$ cat src/rtl/tdm_pkg.sv
package tdm_pkg;
   typedef enum logic [1:0] {
      ST_IDLE  = 2'd0,
      ST_SYNC  = 2'd1,
      ST_SHIFT = 2'd2
   } tdm_state_e;
endpackage

$ cat src/rtl/tdm_bitclk_div.sv
module tdm_bitclk_div #(
   parameter int SCALE_W = 8
) (
   input  logic               clk,
   input  logic               rst,
   input  logic               run,
   input  logic [SCALE_W-1:0] half,
   output logic               phase_hi,
   output logic               mid_edge,
   output logic               end_edge
);
   localparam int CNT_W = SCALE_W + 1;

   logic [CNT_W-1:0] cnt;
   logic [CNT_W-1:0] half_w;
   logic [CNT_W-1:0] full_w;

   assign half_w   = {1'b0, half};
   assign full_w   = {half, 1'b0};
   assign phase_hi = cnt < half_w;
   assign mid_edge = cnt == (half_w - CNT_W'(1));
   assign end_edge = cnt == (full_w - CNT_W'(1));

   always_ff @(posedge clk) begin
      if (rst || !run)   cnt <= '0;
      else if (end_edge) cnt <= '0;
      else               cnt <= cnt + CNT_W'(1);
   end

   AST_CNT_IN_PERIOD: assert property (@(posedge clk) disable iff (rst)
      run |-> (cnt < full_w));
endmodule

$ cat src/rtl/tdm_tx_lane.sv
module tdm_tx_lane #(
   parameter int WORD_W = 16
) (
   input  logic              clk,
   input  logic              rst,
   input  logic              load,
   input  logic              shift,
   input  logic [WORD_W-1:0] word,
   output logic              msb
);
   logic [WORD_W-1:0] sreg;

   always_ff @(posedge clk) begin
      if (rst)        sreg <= '0;
      else if (load)  sreg <= word;
      else if (shift) sreg <= {sreg[WORD_W-2:0], 1'b0};
   end

   assign msb = sreg[WORD_W-1];
endmodule

$ cat src/rtl/tdm_rx_capture.sv
module tdm_rx_capture #(
   parameter int WORD_W = 16
) (
   input  logic              clk,
   input  logic              rst,
   input  logic              sample,
   input  logic              last,
   input  logic              rx_i,
   output logic [WORD_W-1:0] rx_word,
   output logic              done
);
   logic [WORD_W-1:0] sreg;

   always_ff @(posedge clk) begin
      if (rst) begin
         sreg    <= '0;
         rx_word <= '0;
         done    <= 1'b0;
      end else begin
         done <= sample && last;
         if (sample) begin
            sreg <= {sreg[WORD_W-2:0], rx_i};
            if (last) rx_word <= {sreg[WORD_W-2:0], rx_i};
         end
      end
   end

   AST_DONE_ONE_CYCLE: assert property (@(posedge clk) disable iff (rst)
      done |=> !done);
   AST_WORD_HELD: assert property (@(posedge clk) disable iff (rst)
      !$stable(rx_word) |-> done);
endmodule

$ cat src/rtl/tdm_sync_shifter.sv
module tdm_sync_shifter
   import tdm_pkg::*;
#(
   parameter int WORD_W  = 16,
   parameter int LANES   = 2,
   parameter int SCALE_W = 8
) (
   input  logic                    clk,
   input  logic                    rst,
   input  logic [SCALE_W-1:0]      scale,
   input  logic                    sclk_inv,
   input  logic                    start,
   input  logic [LANES*WORD_W-1:0] tx_word,
   output logic [WORD_W-1:0]       rx_word,
   output logic                    rx_done,
   output logic                    sync_o,
   output logic                    sclk_o,
   output logic [LANES-1:0]        tx_o,
   input  logic                    rx_i
);
   localparam int IDX_W = $clog2(WORD_W);
   localparam logic [IDX_W-1:0] LAST_IDX = IDX_W'(WORD_W - 1);

   if (WORD_W < 2)  begin : g_bad_word  $error("WORD_W must be at least 2");  end
   if (LANES < 1)   begin : g_bad_lanes $error("LANES must be at least 1");   end
   if (SCALE_W < 1) begin : g_bad_scale $error("SCALE_W must be at least 1"); end

   tdm_state_e         st;
   logic [SCALE_W-1:0] n_q;
   logic [IDX_W-1:0]   idx;
   logic               phase_hi, mid_edge, end_edge;
   logic               accept, shift_en, sample_en, busy;

   assign busy      = st != ST_IDLE;
   assign accept    = (st == ST_IDLE) && start;
   assign shift_en  = (st == ST_SHIFT) && end_edge;
   assign sample_en = (st == ST_SHIFT) && mid_edge;

   always_ff @(posedge clk) begin
      if (rst) begin
         st  <= ST_IDLE;
         n_q <= SCALE_W'(1);
         idx <= '0;
      end else begin
         unique case (st)
            ST_IDLE: if (start) begin
               st  <= ST_SYNC;
               n_q <= (scale == '0) ? SCALE_W'(1) : scale;
               idx <= '0;
            end
            ST_SYNC: if (end_edge) st <= ST_SHIFT;
            ST_SHIFT: if (end_edge) begin
               if (idx == LAST_IDX) begin
                  st  <= ST_IDLE;
                  idx <= '0;
               end else begin
                  idx <= idx + IDX_W'(1);
               end
            end
            default: st <= ST_IDLE;
         endcase
      end
   end

   tdm_bitclk_div #(.SCALE_W(SCALE_W)) u_div (
      .clk(clk), .rst(rst), .run(busy), .half(n_q),
      .phase_hi(phase_hi), .mid_edge(mid_edge), .end_edge(end_edge)
   );

   for (genvar g = 0; g < LANES; g++) begin : g_lane
      logic msb;
      tdm_tx_lane #(.WORD_W(WORD_W)) u_lane (
         .clk(clk), .rst(rst), .load(accept), .shift(shift_en),
         .word(tx_word[g*WORD_W +: WORD_W]), .msb(msb)
      );
      assign tx_o[g] = (st == ST_SYNC) ? 1'b1 : ((st == ST_SHIFT) ? msb : 1'b0);
   end

   tdm_rx_capture #(.WORD_W(WORD_W)) u_rx (
      .clk(clk), .rst(rst), .sample(sample_en), .last(idx == LAST_IDX),
      .rx_i(rx_i), .rx_word(rx_word), .done(rx_done)
   );

   assign sync_o = st == ST_SYNC;
   assign sclk_o = (busy & phase_hi) ^ sclk_inv;

   AST_SYNC_FORCES_TX: assert property (@(posedge clk) disable iff (rst)
      sync_o |-> (&tx_o));
   AST_IDLE_CLOCK_LEVEL: assert property (@(posedge clk) disable iff (rst)
      !busy |-> (sclk_o == sclk_inv && tx_o == '0));
   AST_SYNC_THEN_DATA: assert property (@(posedge clk) disable iff (rst)
      $fell(sync_o) |-> (st == ST_SHIFT && idx == '0));
   AST_BUSY_IGNORES_START: assert property (@(posedge clk) disable iff (rst)
      (st == ST_SHIFT && start && !end_edge) |=> st == ST_SHIFT);
endmodule

$ cat config.mk
export PLATFORM = sky130hd
export DESIGN_NAME = tdm_sync_shifter
export DESIGN_NICKNAME = d
export VERILOG_FILES = /design/src/rtl/tdm_pkg.sv /design/src/rtl/tdm_bitclk_div.sv /design/src/rtl/tdm_tx_lane.sv /design/src/rtl/tdm_rx_capture.sv /design/src/rtl/tdm_sync_shifter.sv
export SDC_FILE = /design/constraint.sdc
export NUM_CORES = 1
export LEC_CHECK = 0
export ABC_AREA = 1
export BUFFER_PORTS_ARGS = -buffer_cell sky130_fd_sc_hd__buf_2
export CELL_PAD_IN_SITES_DETAIL_PLACEMENT = 0
export CELL_PAD_IN_SITES_GLOBAL_PLACEMENT = 1
export CORE_MARGIN = 4
export CORE_UTILIZATION = 37
export CTS_CLUSTER_SIZE = 12
export DETAILED_ROUTE_END_ITERATION = 8
export GPL_ROUTABILITY_DRIVEN = 0
export PLACE_DENSITY = 0.82
export SLEW_MARGIN = 20
export SYNTH_ARGS = -nofsm -noshare
export SYNTH_HDL_FRONTEND = slang
export SYNTH_SLANG_ARGS = --single-unit
export TNS_END_PERCENT = 5
$ cat constraint.sdc
create_clock -name clk -period 2 [get_ports clk]
set_clock_uncertainty 0.2 [all_clocks]
set_input_delay 0.2 -clock clk [delete_from_list [all_inputs] [get_ports clk]]
set_output_delay 0.2 -clock clk [all_outputs]
set_load 0.1 [all_outputs]
Word-level counts from Yosys, hierarchy flattened:

Index checks and enable logic that the tools add are counted.

* flip-flop bits (word level): 87
* output and inout port bits: 21
* bits of input ports: 45

* equality and inequality tests: 9
* muxes and demuxes: 18
* order comparisons: 1
* add/sub/neg operators: 4
* bitwise gates (word level): 2
* reductions and logical operators: 16

Operators with widths (count)
* $mux W16: 4
* $eq A9 B9 Y1: 2
* $mux W4: 3
* $add A9 B1 Y9 const B: 1
* $lt A9 B8 Y1: 1
* $sub A8 B1 Y9 const B: 1
* $sub A9 B1 Y9 const B: 1
* $logic_not A8 Y1: 1
* $mux W2: 4
* $mux W8: 1
* $pmux W4 S2: 1
* $pmux W2 S3: 1
* $reduce_bool A2 Y1: 3
* $add A4 B1 Y4 const B: 1
* $eq A4 B4 Y1 const B: 1
* $logic_and A1 B1 Y1: 4
* $mux W1: 4
* $ne A2 B1 Y1 const B: 2
* $ne A2 B2 Y1 const B: 2
* $reduce_and A2 Y1: 2
* $reduce_and A4 Y1: 1
* $reduce_and A3 Y1: 1
* $eq A2 B1 Y1 const B: 1
* $eq A2 B2 Y1 const B: 1
* 6 further kinds: 6

Logic depth before layout (Yosys ltp):

* word-level depth: 5
* gate-level depth with buffers: 15

Hierarchy:

Synthesis repeated with hierarchy kept, for this count alone.

* cells, all modules: 635
* area, all modules: 4454.3 µm²

Modules (own cells, without submodules)
* tdm_tx_lane: area each 799.5 µm², cells an instance 121, instances 2, sequential area each 320.3 µm²
* tdm_rx_capture: area each 1191.1 µm², cells an instance 143, instances 1, sequential area each 640.6 µm²
* tdm_bitclk_div: area each 964.7 µm², cells an instance 152, instances 1, sequential area each 180.2 µm²
* tdm_sync_shifter: area each 699.4 µm², cells an instance 98, instances 1, sequential area each 280.3 µm²

Worst setup path before layout:

OpenSTA, ideal clock, no wires.

* path type: flip-flop to output port
* start point: register n_q[2]
* end point: output sclk_o
* setup slack: -1.125 ns
* cell stages (with the launch flop): 8
* data arrival time: 2.725 ns
* data required time: 1.600 ns
* path buffers: 0
* path through: dfxtp_1 > inv_2 > ha_1 > a21oi_1 > o21ai_0 > nand2_1 > o2111ai_1 > xnor2_1

* cells in the longest elaborated chain, start to end: 3

RTL lines
* start: declaration: line tdm_sync_shifter.sv:29 `logic [SCALE_W-1:0] n_q;`
* start signal: assignment: line tdm_sync_shifter.sv:48 `n_q <= (scale == '0) ? SCALE_W'(1) : scale;`
* $lt A9 B8 Y1: line tdm_bitclk_div.sv:20 `assign phase_hi = cnt < half_w;`
* $and A1 B1 Y1: line tdm_sync_shifter.sv:85 `assign sclk_o = (busy & phase_hi) ^ sclk_inv;`
* $xor A1 B1 Y1: line tdm_sync_shifter.sv:85
* end: declaration: line tdm_sync_shifter.sv:17 `output logic sclk_o,`

No other way between the ends.

Final worst setup path:

* start point: register n_q[1]
* end point: register g_lane[0].u_lane.sreg[3]

* cells in the longest elaborated chain, start to end: 4

RTL lines
* $sub A9 B1 Y9: line tdm_bitclk_div.sv:22 `assign end_edge = cnt == (full_w - CNT_W'(1));`
* $eq A9 B9 Y1: line tdm_bitclk_div.sv:22
* $logic_and A1 B1 Y1: line tdm_sync_shifter.sv:36 `assign shift_en = (st == ST_SHIFT) && end_edge;`
* $reduce_bool A2 Y1 (no source line)
* end signal: assignment: line tdm_tx_lane.sv:15 `else if (load) sreg <= word;`
* end signal: assignment: line tdm_tx_lane.sv:16 `else if (shift) sreg <= {sreg[WORD_W-2:0], 1'b0};`
* end: declaration: line tdm_tx_lane.sv:11 `logic [WORD_W-1:0] sreg;`

No other way between the ends.
A chain may end at the register's enable or synchronous reset.

==> metrics.md <==
| Metric | Value |
|---|---|
| Max incr delay on CP | `0.34 ns` |
| Multi-input gate area in the final layout | `2980 um^2` |
| Number of flops mapped to enable cells by yosys | `0` |
| Number of antenna-violating nets in the routed design | `0` |
| Number of rows in the core area | `41` |
| Slowest-stage cell, CP | `sky130_fd_sc_hd__dfxtp_2` |
| Yosys synthesis warning count | `0` |
| Internal power contribution | `4148 uW` |
| Total GRT Usage | `17.39%` |
| Y dimension of the die | `121.4 um` |
| Die area | `14740 um^2` |
| Number of I/O port buffers | `65` |
| Reported net switching power | `2554 uW` |
| Clock root buffer | `sky130_fd_sc_hd__clkbuf_16` |
| Reg power frac | `30.7%` |
| Most used flip-flop cell after synthesis | `sky130_fd_sc_hd__dfxtp_1` |
| Via count | `4813` |
| Flip-flop and latch count after synthesis | `87` |
| Critical path class | `flop to flop` |
| Number of diodes | `0` |
| Number of hold violations in the final report | `0` |
| Worst path required time | `2.01 ns` |
| Dpl cell area | `5672 um^2` |
| CP Launch Type | `flop` |
| Initial core utilization | `37.70%` |
| Fraction of synthesis flops using an asynchronous set or reset pin | `0%` |
| Ports placed on the boundary | `66` |
| Post-Synthesis Mean Instance Area | `6.786 um^2` |
| Pin count of the biggest net entering global routing | `58` |
| Average wire length per cell after detail routing | `12.61 um` |
| Register clock-pin slew on the reported worst setup and hold paths | `0.06 ns` |
| Mapped Nets | `757` |
| Final Setup Violations | `78` |
| Transition at the pin with the smallest max-transition slack | `0.4938 ns` |
| TNS Setup | `-18.66 ns` |
| Biggest area consumer among synthesized cells | `sky130_fd_sc_hd__dfxtp_1` |
| Cell Chain, Critical Path | `inv_2, buf_6, ha_4, xor2_1, nand2_1, nor2_2, nand3_2, nor2_4, nand3_4, buf_12, buf_16, nand3_1, a21oi_2` |
| Min setup slack post-route | `-0.3230 ns` |
| Buffer depth of the longest clock path | `2` |
| Post-Layout Inst Area | `6825 um^2` |
| Global-route wire length before repair | `21120 um` |
| Count of routing violations after the opening detailed-route iteration | `208` |
| Fin crit share | `116.1%` |
| Horiz. Die Dim | `121.4 um` |
| Clock share of power | `24.2%` |
| TritonCTS sink count | `87` |
| Fmax achieved | `430.5 MHz` |
| Via count of the first global-routing pass | `4700` |
| Total overflow reported by the global router | `0` |
| Area contributors post-synth | `sky130_fd_sc_hd__dfxtp_1, sky130_fd_sc_hd__nand2_1, sky130_fd_sc_hd__nand3_1` |
| Combinational share of power | `45.1%` |
| Maximum vdd drop | `0.5527 mV` |
| Cell area after technology mapping | `4757 um^2` |
| End-of-flow core utilization | `54.08%` |
| TritonCTS clock tree | `yes` |
| Worst slew margin relative to its limit | `67.30%` |
| Area growth from synthesis to layout | `43.48%` |
| Wire length after detailed routing | `12700 um` |
| Number of iterations in the first detailed-routing pass | `4` |
| Most common cell in the netlist | `sky130_fd_sc_hd__nand2_1` |
| Initial antenna violation count | `0` |
| Number of filler cells placed in the layout | `1198` |
| Critical path peak fanout | `15` |
| Layout cell share with drive strength beyond 1 | `34.61%` |
| Sequential cell area | `1759 um^2` |
| Status | `finished, violations left` |
| Mean number of vias per cell | `4.780` |
| Share of the synthesized area in the top cell type | `36.61%` |
| Sequential area share after synthesis | `36.61%` |
| H-Tree Depth | `3` |
| Data arrival, critical path | `2.34 ns` |
| Net count reported at finish | `886` |
| Global routing met2 resource utilization | `30.67%` |
| Crit path capture type | `flop` |
| Switching share of power | `38.11%` |
| Leak pwr | `0.002977 uW` |
| Cells after Synth | `701` |
| Number of pins exceeding their max-slew limit in the final report | `0` |
| Placed cell count | `950` |
| Cell variety after synth | `34` |
| Insertion delay of the later-clocked pin in the worst-skew pair | `0.34 ns` |
| Top cell types by occurrence after synthesis | `sky130_fd_sc_hd__nand2_1, sky130_fd_sc_hd__nor2_1, sky130_fd_sc_hd__dfxtp_1` |
| Worst min-delay path class | `primary input to flop` |
| Max-cap check violation count | `0` |
| DRC violations left | `0` |
| Area of the core | `12620 um^2` |
| Post-detail-place hpwl | `8321 um` |
| Met1 Use GR | `21.25%` |
| Unrepaired setup endpoints after global routing | `yes` |
| PwrDens | `982.0 nW/um^2` |
| Violations in the final reports | `negative setup slack` |
| Number of cells in the finished layout apart from fillers | `1007` |
| Pre-CTS setup slack | `-0.2052 ns` |
| GRT busiest layer | `met2` |
| Total CTS buffers | `9` |
| Clock period minus worst slack | `2.323 ns` |
| Met3 demand-to-capacity share in global routing | `3.403%` |
[flip-flops by register name (all words and copies together) (netlist names)]
| signal | cells |
|---|---|
| st | 2 |
| u_div.cnt | 9 |
| u_rx.rx_word | 16 |
| g_lane.u_lane.sreg | 32 |
| u_rx.done | 1 |
| u_rx.sreg | 15 |
| n_q | 8 |
| idx | 4 |
[critical path: cells and delay by family, from the launching register on]
family | cells | cell delay [ns]
and+or+nand+nor | 6 | 0.70
buffers and inverters | 4 | 0.49
adders and majority gates | 1 | 0.26
AOI/OAI and AO/OA | 1 | 0.06
xor gates and xnor gates | 1 | 0.14
DFF | 1 | 0.34
[worst paths after layout]
path,end,startpoint,cells after the start,slack [ns]
worst min register to register,u_rx.rx_word[2],u_rx.rx_word[2],2,0.28
worst min-delay path,g_lane[1].u_lane.sreg[7],tx_word[23],5,0.01
worst max register to register,g_lane[0].u_lane.sreg[3],n_q[1],13,-0.32
worst max-delay path,g_lane[0].u_lane.sreg[3],n_q[1],13,-0.32
[timing repair]
item / in CTS / in global routing
hold buffers: 19 / 0
gates resized for setup: 35 / 58
buffers inserted: 12 / 3
pin swaps: 18 / 23
endpoints found under the hold margin: 20 / 0
setup endpoints to repair: 79 / 82
gates cloned: 3 / 4
[power by group through the flow]
| stage | Sequential, uW | Clock [uW] | Combinational [uW] |
|---|---|---|---|
| after floorplan | 2080 | 0 | 1770 |
| after global placement | 2090 | 0 | 2490 |
| after detailed placement | 2100 | 0 | 2540 |
| after CTS | 2050 | 1660 | 2860 |
| after global routing | 2080 | 1730 | 3320 |
| final | 2060 | 1620 | 3020 |
[stage by stage]
| step | hold slack, ns | power, uW |
|---|---|---|
| after detailed placement | 0.2638 | 4635 |
| after CTS | 0.00002759 | 6569 |
| after floorplan | 0.06907 | 3847 |
| after global routing | 0.01463 | 7128 |
| final | 0.01191 | 6703 |
| after global placement | 0.2540 | 4578 |
[cells in the final DEF (no fill, tap or decap), types with 9 or more instances in the layout]
cell type / Yosys / layout
sky130_fd_sc_hd__nand3_2: 1 / 21
sky130_fd_sc_hd__nand2_2: 26 / 44
sky130_fd_sc_hd__nor2_4: 4 / 9
sky130_fd_sc_hd__nand2_1: 196 / 174
sky130_fd_sc_hd__o21ai_0: 16 / 14
sky130_fd_sc_hd__dfxtp_1: 87 / 77
sky130_fd_sc_hd__buf_2: 3 / 62
sky130_fd_sc_hd__nor2_1: 98 / 90
sky130_fd_sc_hd__buf_12: 2 / 15
sky130_fd_sc_hd__buf_4: 0 / 44
sky130_fd_sc_hd__a21oi_2: 20 / 21
sky130_fd_sc_hd__a21oi_1: 34 / 33
sky130_fd_sc_hd__nand3_1: 76 / 55
sky130_fd_sc_hd__clkbuf_16: 0 / 13
sky130_fd_sc_hd__inv_1: 57 / 49
sky130_fd_sc_hd__dlygate4sd3_1: 0 / 19
[layout make-up]
cell class	count	area share, %
clock inverters	4	0.4033
flip-flops and latches	87	25.77
clock buffers	12	3.758
multi-input cells	522	43.67
inverters	58	3.355
well taps	172	3.153
repair buffers	152	19.89
[per-layer routing]
layer / routed length, um / vias up / part of all wire [%]
met2: 6490 / 79 / 51
met3: 430 / 14 / 3.4
met1: 5618 / 2236 / 44
met4: 159 / 0 / 1.3
met5: 0 / - / 0
li1: - / 2484 / -
[logic make-up after synthesis]
family	Yosys count	share of synthesized area, %
buffers and inverters	93	9.232
flip-flops	87	36.61
AO/OA/AOI/OAI	74	9.627
XOR/XNOR	12	2.210
adder cells (fa/ha/maj)	11	2.893
AND/OR/NAND/NOR	424	39.43
Power figures use the tool's default switching activity.
